`src/rtl/scl_clkgen_pkg.sv`:
```
package scl_clkgen_pkg;

    typedef enum logic [1:0] {
        PH_OFF  = 2'd0,
        PH_LOW  = 2'd1,
        PH_WAIT = 2'd2,
        PH_HIGH = 2'd3
    } phase_e;

    // extra cycles added on top of each programmed field
    localparam int unsigned LOW_EXTRA  = 1;
    localparam int unsigned HIGH_EXTRA = 2;

    localparam int unsigned DEF_FIELD_W = 8;

    function automatic logic drives_low(phase_e ph);
        return ph == PH_LOW;
    endfunction

endpackage

```
`src/rtl/scl_div_reg.sv`:
```
module scl_div_reg #(
    parameter int unsigned       FIELD_W  = 8,
    parameter logic [FIELD_W-1:0] HIGH_RST = '1,
    parameter logic [FIELD_W-1:0] LOW_RST  = '1
) (
    input  logic                   clk,
    input  logic                   rst,
    input  logic                   wr_en,
    input  logic [2*FIELD_W-1:0]   wr_data,
    output logic [FIELD_W-1:0]     div_hi,
    output logic [FIELD_W-1:0]     div_lo
);
    typedef struct packed {
        logic [FIELD_W-1:0] hi;
        logic [FIELD_W-1:0] lo;
    } div_t;

    div_t div_q;

    always_ff @(posedge clk) begin
        if (rst) begin
            div_q.hi <= HIGH_RST;
            div_q.lo <= LOW_RST;
        end else if (wr_en) begin
            div_q <= div_t'(wr_data);
        end
    end

    assign div_hi = div_q.hi;
    assign div_lo = div_q.lo;
endmodule

```
`src/rtl/scl_phase_seq.sv`:
```
module scl_phase_seq
    import scl_clkgen_pkg::*;
#(
    parameter int unsigned FIELD_W = 8
) (
    input  logic               clk,
    input  logic               rst,
    input  logic               enable,
    input  logic               scl_in,
    input  logic [FIELD_W-1:0] div_hi,
    input  logic [FIELD_W-1:0] div_lo,
    output logic               scl_out,
    output logic [FIELD_W-1:0] lo_active,
    output logic [FIELD_W-1:0] hi_active
);
    localparam int unsigned CNT_W = FIELD_W + 1;

    phase_e             phase_q, phase_d;
    logic [CNT_W-1:0]   cnt_q, cnt_d;
    logic [FIELD_W-1:0] lo_q, lo_d, hi_q, hi_d;
    logic               low_done, high_done;

    // low phase ends after lo+LOW_EXTRA cycles (count 0..lo)
    assign low_done  = cnt_q == {1'b0, lo_q} + CNT_W'(LOW_EXTRA - 1);
    // the waiting cycle that saw the line high counts as the first high cycle
    assign high_done = cnt_q == {1'b0, hi_q} + CNT_W'(HIGH_EXTRA - 1);

    always_comb begin
        phase_d = phase_q;
        cnt_d   = cnt_q;
        lo_d    = lo_q;
        hi_d    = hi_q;
        if (!enable) begin
            phase_d = PH_OFF;
            cnt_d   = '0;
        end else begin
            unique case (phase_q)
                PH_OFF: begin
                    phase_d = PH_LOW;
                    cnt_d   = '0;
                    lo_d    = div_lo;
                end
                PH_LOW: begin
                    if (low_done) begin
                        phase_d = PH_WAIT;
                        cnt_d   = '0;
                        hi_d    = div_hi;
                    end else begin
                        cnt_d = cnt_q + 1'b1;
                    end
                end
                PH_WAIT: begin
                    if (scl_in) begin
                        phase_d = PH_HIGH;
                        cnt_d   = CNT_W'(1);
                    end
                end
                PH_HIGH: begin
                    if (high_done) begin
                        phase_d = PH_LOW;
                        cnt_d   = '0;
                        lo_d    = div_lo;
                    end else begin
                        cnt_d = cnt_q + 1'b1;
                    end
                end
                default: begin
                    phase_d = PH_OFF;
                    cnt_d   = '0;
                end
            endcase
        end
    end

    always_ff @(posedge clk) begin
        if (rst) begin
            phase_q <= PH_OFF;
            cnt_q   <= '0;
            lo_q    <= '0;
            hi_q    <= '0;
        end else begin
            phase_q <= phase_d;
            cnt_q   <= cnt_d;
            lo_q    <= lo_d;
            hi_q    <= hi_d;
        end
    end

    assign scl_out   = !drives_low(phase_q);
    assign lo_active = lo_q;
    assign hi_active = hi_q;
endmodule

```
`src/rtl/scl_edge_strobe.sv`:
```
module scl_edge_strobe (
    input  logic clk,
    input  logic rst,
    input  logic level,
    output logic fall_stb,
    output logic rise_stb
);
    logic level_d;

    always_ff @(posedge clk) begin
        if (rst) level_d <= 1'b1;
        else     level_d <= level;
    end

    assign fall_stb = level_d & ~level;
    assign rise_stb = ~level_d & level;
endmodule

```
`src/rtl/scl_clkgen.sv`:
```
module scl_clkgen
    import scl_clkgen_pkg::*;
#(
    parameter int unsigned        FIELD_W  = DEF_FIELD_W,
    parameter logic [FIELD_W-1:0] HIGH_RST = FIELD_W'(8'h1F),
    parameter logic [FIELD_W-1:0] LOW_RST  = FIELD_W'(8'h1F)
) (
    input  logic                 clk,
    input  logic                 rst,
    input  logic                 enable,
    input  logic                 wr_en,
    input  logic [2*FIELD_W-1:0] wr_data,
    output logic [2*FIELD_W-1:0] rd_data,
    input  logic                 scl_in,
    output logic                 scl_out,
    output logic                 fall_stb,
    output logic                 rise_stb
);
    logic [FIELD_W-1:0] div_hi, div_lo;
    logic [FIELD_W-1:0] lo_active, hi_active;

    scl_div_reg #(
        .FIELD_W (FIELD_W),
        .HIGH_RST(HIGH_RST),
        .LOW_RST (LOW_RST)
    ) u_div (
        .clk    (clk),
        .rst    (rst),
        .wr_en  (wr_en),
        .wr_data(wr_data),
        .div_hi (div_hi),
        .div_lo (div_lo)
    );

    scl_phase_seq #(
        .FIELD_W(FIELD_W)
    ) u_seq (
        .clk      (clk),
        .rst      (rst),
        .enable   (enable),
        .scl_in   (scl_in),
        .div_hi   (div_hi),
        .div_lo   (div_lo),
        .scl_out  (scl_out),
        .lo_active(lo_active),
        .hi_active(hi_active)
    );

    scl_edge_strobe u_stb (
        .clk     (clk),
        .rst     (rst),
        .level   (scl_out),
        .fall_stb(fall_stb),
        .rise_stb(rise_stb)
    );

    assign rd_data = {div_hi, div_lo};
endmodule

```
`config.mk`:
```
export PLATFORM = sky130hd
export DESIGN_NAME = scl_clkgen
export DESIGN_NICKNAME = d
export VERILOG_FILES = /design/src/rtl/scl_clkgen_pkg.sv /design/src/rtl/scl_div_reg.sv /design/src/rtl/scl_phase_seq.sv /design/src/rtl/scl_edge_strobe.sv /design/src/rtl/scl_clkgen.sv
export SDC_FILE = /design/constraint.sdc
export NUM_CORES = 1
export LEC_CHECK = 0
export ABC_AREA = 1
export BUFFER_PORTS_ARGS = -buffer_cell sky130_fd_sc_hd__buf_2
export CAP_MARGIN = 20
export CORE_ASPECT_RATIO = 1.1
export CORE_MARGIN = 2
export CORE_UTILIZATION = 55
export DETAILED_ROUTE_END_ITERATION = 7
export PLACE_DENSITY = 0.78
export SLEW_MARGIN = 5
export SYNTH_ARGS = -nofsm -noshare
export SYNTH_HDL_FRONTEND = slang
export SYNTH_SLANG_ARGS = --single-unit
```
`constraint.sdc`:
```
create_clock -name clk -period 2.05 [get_ports clk]
set_clock_uncertainty 0.1 [all_clocks]
set_input_delay 0.5125 -clock clk [delete_from_list [all_inputs] [get_ports clk]]
set_output_delay 0.5125 -clock clk [all_outputs]
set_load 0.02 [all_outputs]
```
==> impl_results.md <==
- Syn_area_per_cell: 7.09 µm²
- Area leader, netlist: dfxtp_1
- Number of routed nets with antenna violations: 0
- Max Fclk: ~520 MHz
- TritonCTS clock tree: done
- Data required time of the critical path: ~1.4 ns
- Share of cells above drive strength 1: a little over a fifth
- Total of max-cap violations: 0
- Gr ovfl total: 0
- Initial cell density of the core: around 58%
- Vias per cell: roughly 5
- Destination of the worst hold path: u_div.div_lo[1]$_SDFFE_PP1P_
- Final Critical Period: roughly 1.9 ns
- Critical Path End Type: primary output
- Number of inserted filler cells in the final layout: 363
- Clock transition time at the flip-flop clock pins of the worst setup and hold paths: roughly 0.080 ns
- TritonCTS buffer count: 5
- Maximum number of pins on one net before global-route repair: 23
- Final WL: roughly 4.8 mm
- Count of mapped cells out of synthesis: 326
- Worst Path Class, Setup: register to primary output
- Antenna diode count: 0
- Final period utilization: roughly 94%
- Clock buffer depth: 2
- Quantity of I/O buffers inserted on ports: 39
- Number of violations reported at the end of detailed-routing iteration 0: just under 100
- Slew at the pin closest to its max-slew limit: about 0.37 ns
- Reg-to-reg critical path startpoint: u_seq.hi_active[1]$_SDFFE_PP0P_
- Horizontal die dimension: around 66 µm
- Most common library cell in the layout ignoring fill and taps: nand2_1
- Cell area reported after detailed placement: about 2600 µm²
- Top-level port count: 40
- Post-route cell area: approximately 2700 µm²
- Number of placement rows: 24
- Hold buffer count at CTS: 0
- Total power density per cell area: a little over 700 nW/µm²
- Maximum level of the CTS H-tree: 2
- DRC violation count after routing: 0
- Final layout net count: 397
- Setup repair after global routing missed its margin: no
- Result of the run: complete, no violations
- Placed wire-length estimate after detailed placement: between 3 and 4 mm
- Post-Synthesis Cell Area: 2310 µm²
- Synthesized flop and latch total: 44
- Total number of yosys warnings: 0
- Floorplan die area: between 4000 and 5000 µm²
- Routability cong.: ~0.85
- Crit-path slowest cell: dfxtp_1
- Leading cell types in the layout, fill and taps excluded: 68 x nand2_1, 48 x nor2_1, 43 x dfxtp_1
- Sum of negative setup slack: 0 ns
- Top cell by count, worst path: inv_1
- Drt first pass iters: 4
- Global routing usage summed across all routing layers: 22.6%
- First-pass GRT wire length: around 8.4 mm
- Seq/Total Area, Yosys: a little under two fifths
- Vias in the first global route: roughly 1900
- Worst Path Arrival: between 1 and 1.5 ns
- Net count after synthesis: 355
- Total number of vias: ~2100
- Number of endpoints with negative hold slack in the final report: 0
- Wire length per cell: between 10 and 15 µm
- Worst min-delay path startpoint: wr_data[1]
- Cell-by-cell listing of the critical path: inv_1 -> ha_2 -> inv_1 -> buf_2
- Hold path depth: 3
- Chip Height: between 70 and 80 µm
- Post-synthesis cell type count: 33
- Top post-synthesis cells by area: dfxtp_1 38%, nand2_1 11%, nor2_1 7.8%
- Worst-Skew Late Latency: just under 0.3 ns
- Worst IR drop on VDD: 0.858 mV
- Max incr delay on CP: approximately 0.38 ns
- Initial antenna violation count: 0
- Number of clock sinks: 44
- Multi-input gate area: 1250 µm²
- Worst min path class: input pin to register
- Area share of the largest cell type after synthesis: a little under two fifths
- Placeable core area: roughly 4000 µm²
- Biggest fanout along the worst timing path: 6
- Internal reg-to-reg setup slack: roughly 0.17 ns
- Cell at the root of the clock tree: clkbuf_8
- Final count of pins violating max slew: 0
- Max-Slew Margin vs Limit: between 70 and 80%
- Sort of element at the start of the critical path: register
- R2r endpoint: u_seq.lo_active[1]$_SDFFE_PP0P_
- Post-synthesis to final-layout area growth: 16.8%
- Reg2Reg Depth: 14
- Setup violation total in the final timing report: 0
- Static Leak: 1.23 nW
- Reg area: around 880 µm²
## Yosys cell counts
library cell / number
o21ai_0: 28
clkinv_4: 1
o21ai_2: 2
nor2_4: 1
o22ai_1: 1
nand2_2: 2
clkbuf_1: 5
nor3_1: 2
o21bai_2: 1
inv_1: 33
or2_2: 1
ha_1: 8
buf_6: 1
nand2_4: 3
nor3_2: 1
nand3b_4: 1
nand3_2: 1
nand4_1: 2
nand2_1: 68
nor3_4: 2
nand3b_1: 1
o21ai_1: 1
inv_2: 3
a21oi_1: 26
xor2_1: 10
nand3_1: 19
a21oi_2: 1
dfxtp_1: 44
nor2_1: 48
buf_2: 2
clkinv_1: 2
nor2_2: 3
xnor2_1: 2
## per-layer routing
metal	part of all wire [%]	track usage, %	up-vias	wire length (µm)
met4	0.54	6.25	0	26
met2	46	36.6	43	2230
li1	-	-	1124	-
met1	49	30.6	896	2380
met5	0	0	-	0
met3	3.9	4.65	2	188
## metrics by stage
step | util [%] | setup WS (ns) | power, mW | cells | hold WS, ns
6_report | 67.6 | 0.126 | 1.96 | 421 | 0.323
5_1_grt | 67.6 | 0.0174 | 2.07 | 421 | 0.323
4_1_cts | 67.2 | 0.0416 | 1.98 | 421 | 0.314
3_5_place_dp | 64.2 | 0.152 | 1.28 | 413 | 0.358
3_3_place_gp | 64.2 | 0.222 | 1.28 | 413 | 0.354
2_1_floorplan | - | 0.348 | 1.19 | 326 | 0.353
## power breakdown
part	switching (mW)	internal, mW	leakage [nW]
clock network	0.298	0.398	0.0614
logic	0.200	0.124	0.806
registers	0.0394	0.904	0.362
## worst max-delay path: cells and delay by family, from the launching register on
kind / cells / cell delay (ns)
adder cells (fa/ha/maj): 1 / 0.22
buffers and inverters: 3 / 0.41
flip-flops: 1 / 0.38
## state kept, by name, indices dropped and copies added, names as in the netlist
signal	cells
u_div.div_lo	8
u_seq.hi_active	8
u_seq.cnt_q	9
u_seq.lo_active	8
u_div.div_hi	8
u_stb.level_d	1
u_seq.phase_q	2
## cells by family after synthesis
family	synth area share (%)
AO/OA/AOI/OAI	13.8
flip-flops	38.1
AND/OR/NAND/NOR	31.0
XOR/XNOR	4.55
buffers and inverters	8.28
adder cells (fa/ha/maj)	4.33
## worst max-delay path by stage
stage | to | cells after the start | slack (ns) | startpoint
detailed placement | u_seq.lo_active[0]$_SDFFE_PP0P_ | 12 | 0.15 | u_seq.hi_active[0]$_SDFFE_PP0P_
floorplan | u_seq.lo_active[5]$_SDFFE_PP0P_ | 13 | 0.35 | u_seq.hi_active[0]$_SDFFE_PP0P_
CTS | scl_out | 4 | 0.04 | u_seq.phase_q[1]$_SDFFE_PP0P_
global placement | u_seq.lo_active[0]$_SDFFE_PP0P_ | 13 | 0.22 | u_seq.hi_active[0]$_SDFFE_PP0P_
global route | scl_out | 4 | 0.02 | u_seq.phase_q[1]$_SDFFE_PP0P_
finish | scl_out | 4 | 0.13 | u_seq.phase_q[1]$_SDFFE_PP0P_
## final cells by class
type                    instances  share of cell area, %
clock inverters                 2                   1.44
inverters                      39                   5.61
repair buffers                 43                   8.34
multi-input cells             235                   46.5
well taps                      52                   2.41
clock buffers                   6                   3.06
flip-flops and latches         44                   32.7
## what timing repair did
| action | 4_1_cts | 5_1_grt |
|---|---|---|
| setup endpoints to repair | 0 | 14 |
| gates resized for setup | 0 | 10 |
| setup buffers | 0 | 0 |
No activity file was read; power rests on OpenSTA's default activity.
